==> src/rtl/issue_pkg.sv <==
`timescale 1ns/1ps
package issue_pkg;
    localparam int NPIPE = 3;
    localparam logic [1:0] PIPE_ARITH = 2'd0;
    localparam logic [1:0] PIPE_SPEC  = 2'd1;
    localparam logic [1:0] PIPE_MEMRY = 2'd2;
    localparam logic [1:0] PIPE_NONE  = 2'd3;

    // Slot 3 stands for "no pipe" and always holds zero room.
    typedef logic [3:0][1:0] room_t;

    typedef enum logic [1:0] {
        ISS_IDLE   = 2'd0,
        ISS_SINGLE = 2'd1,
        ISS_DUAL   = 2'd2
    } iss_e;
endpackage

==> src/rtl/rot_ring.sv <==
`timescale 1ns/1ps
module rot_ring #(
    parameter int NS = 2,
    localparam int SW = (NS > 1) ? $clog2(NS) : 1
) (
    input  logic          clk,
    input  logic          rst_n,
    output logic [SW-1:0] rot_idx
);
    logic [SW-1:0] rot_q;
    logic [SW-1:0] rot_d;

    always_comb begin
        if (rot_q == SW'(NS - 1)) rot_d = '0;
        else                      rot_d = rot_q + SW'(1);
    end

    always_ff @(posedge clk) begin
        if (!rst_n) rot_q <= '0;
        else        rot_q <= rot_d;
    end

    assign rot_idx = rot_q;
endmodule

==> src/rtl/age_table.sv <==
`timescale 1ns/1ps
module age_table #(
    parameter int NW    = 8,
    parameter int AGE_W = 4
) (
    input  logic                      clk,
    input  logic                      rst_n,
    input  logic [NW-1:0]             launch,
    output logic [NW-1:0][AGE_W-1:0]  ages
);
    logic [AGE_W-1:0]            ctr_q, ctr_d;
    logic [NW-1:0][AGE_W-1:0]    age_q, age_d;

    always_comb begin
        logic [AGE_W-1:0] run;
        run   = ctr_q;
        age_d = age_q;
        for (int w = 0; w < NW; w++) begin
            if (launch[w]) begin
                age_d[w] = run;
                run      = run + AGE_W'(1);
            end
        end
        ctr_d = run;
    end

    always_ff @(posedge clk) begin
        if (!rst_n) begin
            ctr_q <= '0;
            age_q <= '0;
        end else begin
            ctr_q <= ctr_d;
            age_q <= age_d;
        end
    end

    assign ages = age_q;
endmodule

==> src/rtl/issue_stage.sv <==
`timescale 1ns/1ps
module issue_stage
    import issue_pkg::*;
#(
    parameter int WPS        = 4,
    parameter int AGE_W      = 4,
    parameter int MAX_ISSUE  = 2,
    parameter bit DIFF_UNITS = 1'b1,
    localparam int LW = (WPS > 1) ? $clog2(WPS) : 1
) (
    input  logic [WPS-1:0]             w_wait,
    input  logic [WPS-1:0]             w_empty,
    input  logic [WPS-1:0]             w_has2,
    input  logic [WPS-1:0]             r0,
    input  logic [WPS-1:0]             r1,
    input  logic [WPS-1:0][1:0]        p0,
    input  logic [WPS-1:0][1:0]        p1,
    input  logic [WPS-1:0][AGE_W-1:0]  age,
    input  room_t                      room_in,
    output room_t                      room_out,
    output logic [1:0]                 cnt,
    output logic [LW-1:0]              sel
);
    logic [WPS-1:0]   elig;
    logic             found;
    logic [LW-1:0]    best;
    logic [AGE_W-1:0] best_age;
    room_t            room_mid;
    room_t            room_two;
    logic             sec_ok;
    iss_e             outcome;

    function automatic logic is_older(input logic [AGE_W-1:0] a, input logic [AGE_W-1:0] b);
        logic [AGE_W-1:0] d;
        d = a - b;
        return d[AGE_W-1];
    endfunction

    always_comb begin
        for (int k = 0; k < WPS; k++) begin
            elig[k] = !w_wait[k] && !w_empty[k] && r0[k] &&
                      (p0[k] != PIPE_NONE) && (room_in[p0[k]] != 2'd0);
        end
    end

    // Oldest eligible warp; ties keep the lower index.
    always_comb begin
        found    = 1'b0;
        best     = '0;
        best_age = '0;
        for (int k = 0; k < WPS; k++) begin
            if (elig[k] && (!found || is_older(age[k], best_age))) begin
                found    = 1'b1;
                best     = LW'(k);
                best_age = age[k];
            end
        end
    end

    always_comb begin
        room_mid = room_in;
        if (found) room_mid[p0[best]] = room_in[p0[best]] - 2'd1;
        sec_ok = found && (MAX_ISSUE > 1) && w_has2[best] && r1[best] &&
                 (p1[best] != PIPE_NONE) && (room_mid[p1[best]] != 2'd0) &&
                 (!DIFF_UNITS || (p1[best] != p0[best]));
        room_two = room_mid;
        if (sec_ok) room_two[p1[best]] = room_mid[p1[best]] - 2'd1;
    end

    always_comb begin
        if (!found)      outcome = ISS_IDLE;
        else if (sec_ok) outcome = ISS_DUAL;
        else             outcome = ISS_SINGLE;
    end

    always_comb begin
        unique case (outcome)
            ISS_IDLE: begin
                room_out = room_in;
                cnt      = 2'd0;
                sel      = '0;
            end
            ISS_SINGLE: begin
                room_out = room_mid;
                cnt      = 2'd1;
                sel      = best;
            end
            ISS_DUAL: begin
                room_out = room_two;
                cnt      = 2'd2;
                sel      = best;
            end
            default: begin
                room_out = room_in;
                cnt      = 2'd0;
                sel      = '0;
            end
        endcase
    end
endmodule

==> src/rtl/warp_issue_core.sv <==
`timescale 1ns/1ps
module warp_issue_core
    import issue_pkg::*;
#(
    parameter int NS         = 2,
    parameter int WPS        = 4,
    parameter int AGE_W      = 4,
    parameter int MAX_ISSUE  = 2,
    parameter bit DIFF_UNITS = 1'b1,
    parameter int CNT_W      = 16
) (
    input  logic                                        clk,
    input  logic                                        rst_n,
    input  logic [NS*WPS-1:0]                           warp_launch,
    input  logic [NS*WPS-1:0]                           warp_wait,
    input  logic [NS*WPS-1:0]                           warp_empty,
    input  logic [NS*WPS-1:0]                           warp_has2,
    input  logic [NS*WPS-1:0]                           ins0_rdy,
    input  logic [2*NS*WPS-1:0]                         ins0_pipe,
    input  logic [NS*WPS-1:0]                           ins1_rdy,
    input  logic [2*NS*WPS-1:0]                         ins1_pipe,
    input  logic [5:0]                                  pipe_room,
    output logic [5:0]                                  pipe_take,
    output logic [2*NS-1:0]                             sch_cnt,
    output logic [NS*((WPS > 1) ? $clog2(WPS) : 1)-1:0] sch_warp,
    output logic [CNT_W-1:0]                            dual_count
);
    localparam int NW = NS * WPS;
    localparam int LW = (WPS > 1) ? $clog2(WPS) : 1;
    localparam int SW = (NS > 1) ? $clog2(NS) : 1;

    logic [SW-1:0]                       rot_idx;
    logic [NW-1:0][AGE_W-1:0]            ages;
    logic [NS-1:0][SW-1:0]               pos_s;
    logic [NS-1:0][WPS-1:0]              g_wait, g_empty, g_has2, g_r0, g_r1;
    logic [NS-1:0][WPS-1:0][1:0]         g_p0, g_p1;
    logic [NS-1:0][WPS-1:0][AGE_W-1:0]   g_age;
    room_t                               room [NS+1];
    logic [NS-1:0][1:0]                  pos_cnt;
    logic [NS-1:0][LW-1:0]               pos_sel;
    logic [CNT_W-1:0]                    n_dual;
    logic [CNT_W-1:0]                    dual_q;

    rot_ring #(.NS(NS)) u_rot (
        .clk     (clk),
        .rst_n   (rst_n),
        .rot_idx (rot_idx)
    );

    age_table #(.NW(NW), .AGE_W(AGE_W)) u_age (
        .clk    (clk),
        .rst_n  (rst_n),
        .launch (warp_launch),
        .ages   (ages)
    );

    // Route each scheduler's warps to its slot in this cycle's rotation.
    always_comb begin
        for (int i = 0; i < NS; i++) begin
            int t;
            t = int'(rot_idx) + i;
            if (t >= NS) t = t - NS;
            pos_s[i] = SW'(t);
            for (int k = 0; k < WPS; k++) begin
                int w;
                w = t * WPS + k;
                g_wait[i][k]  = warp_wait[w];
                g_empty[i][k] = warp_empty[w];
                g_has2[i][k]  = warp_has2[w];
                g_r0[i][k]    = ins0_rdy[w];
                g_r1[i][k]    = ins1_rdy[w];
                g_p0[i][k]    = ins0_pipe[w*2 +: 2];
                g_p1[i][k]    = ins1_pipe[w*2 +: 2];
                g_age[i][k]   = ages[w];
            end
        end
    end

    assign room[0] = {2'b00, pipe_room};

    for (genvar i = 0; i < NS; i++) begin : g_pos
        issue_stage #(
            .WPS        (WPS),
            .AGE_W      (AGE_W),
            .MAX_ISSUE  (MAX_ISSUE),
            .DIFF_UNITS (DIFF_UNITS)
        ) u_stage (
            .w_wait   (g_wait[i]),
            .w_empty  (g_empty[i]),
            .w_has2   (g_has2[i]),
            .r0       (g_r0[i]),
            .r1       (g_r1[i]),
            .p0       (g_p0[i]),
            .p1       (g_p1[i]),
            .age      (g_age[i]),
            .room_in  (room[i]),
            .room_out (room[i+1]),
            .cnt      (pos_cnt[i]),
            .sel      (pos_sel[i])
        );
    end

    // Map rotation positions back to scheduler numbering.
    always_comb begin
        sch_cnt  = '0;
        sch_warp = '0;
        for (int s = 0; s < NS; s++) begin
            for (int i = 0; i < NS; i++) begin
                if (pos_s[i] == SW'(s)) begin
                    sch_cnt[s*2 +: 2]   = pos_cnt[i];
                    sch_warp[s*LW +: LW] = pos_sel[i];
                end
            end
        end
    end

    always_comb begin
        for (int p = 0; p < NPIPE; p++) begin
            pipe_take[p*2 +: 2] = room[0][p] - room[NS][p];
        end
    end

    always_comb begin
        n_dual = '0;
        for (int i = 0; i < NS; i++) begin
            if (pos_cnt[i] == 2'd2) n_dual = n_dual + CNT_W'(1);
        end
    end

    always_ff @(posedge clk) begin
        if (!rst_n) dual_q <= '0;
        else        dual_q <= dual_q + n_dual;
    end

    assign dual_count = dual_q;
endmodule

==> config.mk <==
export PLATFORM = sky130hd
export DESIGN_NAME = warp_issue_core
export DESIGN_NICKNAME = d
export VERILOG_FILES = /design/src/rtl/issue_pkg.sv /design/src/rtl/rot_ring.sv /design/src/rtl/age_table.sv /design/src/rtl/issue_stage.sv /design/src/rtl/warp_issue_core.sv
export SDC_FILE = /design/constraint.sdc
export NUM_CORES = 1
export LEC_CHECK = 0
export BUFFER_PORTS_ARGS = -buffer_cell sky130_fd_sc_hd__buf_2
export CORE_AREA = 3 3 118 120
export DETAILED_ROUTE_END_ITERATION = 8
export DIE_AREA = 0 0 121 123
export GPL_TIMING_DRIVEN = 0
export PLACE_DENSITY = 0.91
export SYNTH_ARGS = -nofsm -noshare
export SYNTH_HDL_FRONTEND = slang
export SYNTH_HIERARCHICAL = 1
export SYNTH_SLANG_ARGS = --single-unit
==> constraint.sdc <==
create_clock -name clk -period 20.5 [get_ports clk]
set_clock_uncertainty 0.15 [all_clocks]
set_input_delay 1.025 -clock clk [delete_from_list [all_inputs] [get_ports clk]]
set_output_delay 1.025 -clock clk [all_outputs]
set_load 0.01 [all_outputs]
==> results.sh, run 1 <==
export IMPL_postRouteAntennaNets=0
export IMPL_core_region_area_um2=13100
export IMPL_rr_endpoint="dual_count[12]"
export IMPL_crit_path_start_kind="flop"
export IMPL_synthCells=920
export IMPL_drc=0
export IMPL_cp_arrival_ps=18470
export IMPL_hold_slack_ps=317
export IMPL_synthesis_area_um2=7690
export IMPL_antenna_found_initial=0
export IMPL_worstPathMaxFanout=10
export IMPL_place_ws_ps=-1730
export IMPL_cp_slowest_cell="mux4_2"
export IMPL_cts_root_buf="clkbuf_16"
export IMPL_outcome="finished clean"
export IMPL_cts_sinks=53
export IMPL_clockPowerShare=0.131
export IMPL_hold_viol=0
export IMPL_grt_pass1_vias=7404
export IMPL_power_internal_uw=411
export IMPL_cp_slowest_stage_delay_ps=470
export IMPL_dp_hpwl_um=18600
export IMPL_path_common_cell="ha_1"
export IMPL_r2r_start="u_rot/rot_idx"
export IMPL_fmax_mhz=50.9
export IMPL_die_h_um=123
export IMPL_cts_max_path_buffers=2
export IMPL_gp_congestion=0.963
export IMPL_grt_usage=0.303
export IMPL_clock_latency_ps=290
export IMPL_crit_start="u_rot/rot_idx"
export IMPL_antennaDiodeCount=0
export IMPL_rr_worst_depth=87
export IMPL_yosys_warnings=6
export IMPL_first_iter_violations=905
export IMPL_fin_crit_sh=0.958
export IMPL_grt_pass1_wl_um=36600
export IMPL_fin_area_um2=8920
export IMPL_cts_tree="done"
export IMPL_p_leak_uw=0.00376
export IMPL_drive_above_1_share=0.352
export IMPL_start_util=0.588
export IMPL_dr_pass1_iters=6
export IMPL_vias=7989
export IMPL_dieArea_um2=14900
export IMPL_die_w_um=121
export IMPL_clk_pin_slew_ps=70
export IMPL_crit_path_end_kind="output port"
export IMPL_maxCapViolations=0
export IMPL_post_route_min_period_ps=19640
export IMPL_setup_slack_ps=856
export IMPL_io_pins=118
export IMPL_n_fill_cell=1002
export IMPL_htree_levels=2
export IMPL_critical_path_class="flop to output port"
export IMPL_placed_area_um2=8490
export IMPL_syn_mean_instance_area_um2=8.36
export IMPL_r2r_slack_ps=880
export IMPL_syn2layout_area_growth_pct=15.9
export IMPL_cp_required_ps=19330
export IMPL_power_switching_uw=347
export IMPL_worst_pin_slew_ps=736
export IMPL_grt_overflow=0
export IMPL_routedWlPerCell_um=19.3
export IMPL_std_cell_rows=42
export IMPL_hold_buffers=0
export IMPL_p_seq_frac=0.185
export IMPL_vdd_drop_max_mv=0.0467
export IMPL_setup_viol=0
export IMPL_cts_inserted_buffers=5
export IMPL_nNetsFinal=1169
export IMPL_dp_cells=1212
export IMPL_grt_max_degree=17
export IMPL_slew_headroom=0.506
export IMPL_wl_um=23800
export IMPL_power_share_switching=0.458
export IMPL_fin_cells=1230
export IMPL_powerDensity_nw_per_um2=85.0
export IMPL_crit_end="pipe_take[1]"
export IMPL_routed_via_density=6.50
export IMPL_p_comb_frac=0.684
export IMPL_hold_path_class="flop to flop"
export IMPL_drv_slew=0
export IMPL_portBuffers=113
export IMPL_setup_tns_ps=0
state kept, by name (all words and copies together), names as in the netlist:
name / cells
dual_count: 16
u_age/ages: 32
u_age/ctr_q: 4
u_rot/rot_idx: 1
power by group through the flow:
| stage | clock, uW | sequential (uW) | combinational, uW |
|---|---|---|---|
| after global placement | 0 | 140 | 466 |
| after CTS | 101 | 139 | 490 |
| after floorplan | 0 | 133 | 379 |
| after global routing | 105 | 142 | 556 |
| final | 99.2 | 140 | 518 |
| after detailed placement | 0 | 141 | 478 |
layout by cell type, fill, tap and decap left out, types with 27 or more instances in the layout:
cell type,instances
o21ai_0,28
buf_2,124
dfxtp_1,52
nand2_1,70
nor2_1,99
mux2_2,127
xnor2_1,32
a21oi_1,37
mux2i_1,30
inv_1,33
ha_1,27
through the flow:
| step | util | total power (uW) |
|---|---|---|
| 3_5_place_dp | 0.649 | 619 |
| 3_3_place_gp | 0.649 | 606 |
| 4_1_cts | 0.669 | 730 |
| 5_1_grt | 0.681 | 803 |
| 2_1_floorplan | - | 513 |
| 6_report | 0.681 | 758 |
final cells by class:
type / instances / area, um2 / share of cell area
Multi-Input combinational cell: 792 / 6450 / 0.723
Sequential cell: 53 / 1060 / 0.119
Timing Repair Buffer: 123 / 641 / 0.0718
Buffer: 43 / 235 / 0.0264
Tap cell: 176 / 220 / 0.0247
Clock buffer: 6 / 139 / 0.0156
Inverter: 35 / 134 / 0.0150
Clock inverter: 2 / 37.5 / 0.00421
routing by layer:
layer,global-route usage,part of all wire
met5,0,0
met4,0.110,0.036
met3,0.0485,0.10
met2,0.515,0.47
met1,0.390,0.39
worst min path at each step:
stage	startpoint	to	slack, ps	cells after the start
final	u_rot/rot_idx	u_rot/rot_idx	320	1
after global routing	u_rot/rot_idx	u_rot/rot_idx	330	1
after CTS	u_age/ages[28]	u_age/ages[28]	350	2
after detailed placement	u_rot/rot_idx	u_rot/rot_idx	330	1
after global placement	dual_count[15]	dual_count[15]	320	2
after floorplan	u_age/ages[28]	u_age/ages[28]	310	2
timing repair:
item,in CTS,in global routing
setup endpoints to repair,26,26
setup buffers,2,8
pin swaps,2,5
gates cloned,0,0
resized for setup,15,23
worst max-delay path, delay by kind of cell (launching register included):
kind | cells | cell delay [ps]
buffers and inverters | 11 | 1950
muxes | 4 | 1400
adders and majority gates | 9 | 2650
and+or+nand+nor | 18 | 3310
AOI/OAI and AO/OA | 35 | 7520
DFF | 1 | 390
xor gates and xnor gates | 6 | 960
Note: power is estimated with default switching activity, not from simulation.
==> run 2, diff against run 1 <==
Settings changed: CORE_AREA 3 3 118 120 to 2 2 117 119, DIE_AREA 0 0 121 123 to 0 0 119 121.
==> run 2 against run 1 <==
  * Sequential power hardly changed
  * Via count is 1.6% higher
  * Global-route usage grew 1.5 points
==> results.sh, run 2 (synthesis results as in run 1) <==
export IMPL_outcome="finished clean"
export IMPL_cts_max_path_buffers=2
export IMPL_layout_commonest_cell="mux2_2"
export IMPL_grt_pass1_vias=7538
export IMPL_power_total_uw=749
export IMPL_fin_crit_sh=0.975
export IMPL_hold_viol=0
export IMPL_htree_levels=2
export IMPL_cp_slowest_stage_delay_ps=470
export IMPL_layout_common_cells="mux2_2 (127), buf_2 (124), nor2_1 (99)"
export IMPL_clock_latency_ps=290
export IMPL_wl_um=24400
export IMPL_first_iter_violations=1045
export IMPL_cp_buffers_inverters=11
export IMPL_vias=8113
export IMPL_drv_slew=0
export IMPL_grt_overflow=0
export IMPL_largest_reg_flops=32
export IMPL_busiest_layer="met2"
export IMPL_routedWlPerCell_um=19.8
export IMPL_cts_root_buf="clkbuf_16"
export IMPL_nNetsFinal=1173
export IMPL_dieArea_um2=14400
export IMPL_dp_hpwl_um=18600
export IMPL_utilization=0.684
export IMPL_antennaDiodeCount=0
export IMPL_dr_pass1_iters=6
export IMPL_rr_worst_depth=89
export IMPL_cp_arrival_ps=18810
export IMPL_hold_depth=1
export IMPL_io_pins=118
export IMPL_drive_above_1_share=0.358
export IMPL_crit_path_end_kind="output port"
export IMPL_path_common_cell="ha_1"
export IMPL_setup_viol=0
export IMPL_postRouteAntennaNets=0
export IMPL_grt_met3_usage=0.0475
export IMPL_cp_depth=85
export IMPL_path_delay_family="compound AO/OA/AOI/OAI gates"
export IMPL_worst_pin_slew_ps=843
export IMPL_post_route_min_period_ps=19980
export IMPL_gp_congestion=1.00
export IMPL_grt_max_degree=16
export IMPL_grt_usage=0.318
export IMPL_hold_path_class="flop to flop"
export IMPL_cts_sinks=53
export IMPL_clk_pin_slew_ps=70
export IMPL_cp_required_ps=19330
export IMPL_drc=0
export IMPL_p_leak_uw=0.00377
export IMPL_cts_inserted_buffers=5
export IMPL_syn2layout_area_growth_pct=16.3
export IMPL_routed_via_density=6.57
export IMPL_core_region_area_um2=13100
export IMPL_grt_pass1_wl_um=37300
export IMPL_cp_slowest_cell="a2111oi_4"
export IMPL_die_w_um=119
export IMPL_powerDensity_nw_per_um2=83.8
export IMPL_slew_headroom=0.435
export IMPL_fmax_mhz=50.0
export IMPL_cts_tree="done"
export IMPL_critical_path_class="flop to output port"
export IMPL_worstPathMaxFanout=10
export IMPL_grt_util_met2=0.534
export IMPL_die_h_um=121
export IMPL_std_cell_rows=42
export IMPL_use_met1=0.410
export IMPL_antenna_found_initial=0
export IMPL_maxCapViolations=0
export IMPL_start_util=0.588
export IMPL_crit_path_start_kind="flop"
export IMPL_portBuffers=113
export IMPL_vdd_drop_max_mv=0.0440
run 2: changes by cell type in the layout (fill, tap and decap cells not counted), moves of 2 or more:
cell and change:
a21oi_1 -2, a21oi_2 +2, buf_4 +4, clkinv_2 +2
run 2: final cells by class:
| class | instances | area [um2] |
|---|---|---|
| Multi-Input combinational cell | 792 | 6480 |
| Fill cell | 998 | 4140 |
| Sequential cell | 53 | 1060 |
| Timing Repair Buffer | 127 | 668 |
| Buffer | 43 | 241 |
| Tap cell | 176 | 220 |
| Inverter | 35 | 134 |
| Clock buffer | 6 | 129 |
| Clock inverter | 2 | 10.0 |
run 2: worst paths after layout:
check | startpoint | end | slack [ps]
worst min register to register | u_rot/rot_idx | u_rot/rot_idx | 310
worst min-delay path | u_rot/rot_idx | u_rot/rot_idx | 310
worst max register to register | u_rot/rot_idx | dual_count[12] | 560
worst max-delay path | u_rot/rot_idx | pipe_take[5] | 520
run 2: per-stage QoR:
| step | instances | hold slack, ps | worst slack, ps | TNS, ps | instance area [um2] |
|---|---|---|---|---|---|
| 2_1_floorplan | 923 | 307 | 1740 | 0 | 7700 |
| 3_3_place_gp | 1212 | 316 | -1690 | -35670 | 8490 |
| 3_5_place_dp | 1212 | 330 | -2120 | -47470 | 8490 |
| 4_1_cts | 1223 | 342 | 36.5 | 0 | 8770 |
| 5_1_grt | 1234 | 327 | -142 | -415 | 8950 |
| 6_report | 1234 | 308 | 517 | 0 | 8950 |
run 2: timing repair:
item                                   4_1_cts  5_1_grt
setup endpoints to repair                   30       26
hold buffers                                 0        0
endpoints found under the hold margin        0        0
buffers inserted                             3       10
resized for setup                           22       26
gates cloned                                 0        1
pin swaps                                    3        6
run 2: per-layer routing:
metal,vias up,share of wire
met1,3751,0.39
met2,546,0.46
li1,3694,-
met5,-,0
met3,122,0.10
met4,0,0.042
run 2: power by group:
part	internal, uW	leakage [uW]	switching [uW]
clock network	44.9	0.0000706	36.5
logic	233	0.00327	295
registers	121	0.000434	18.7
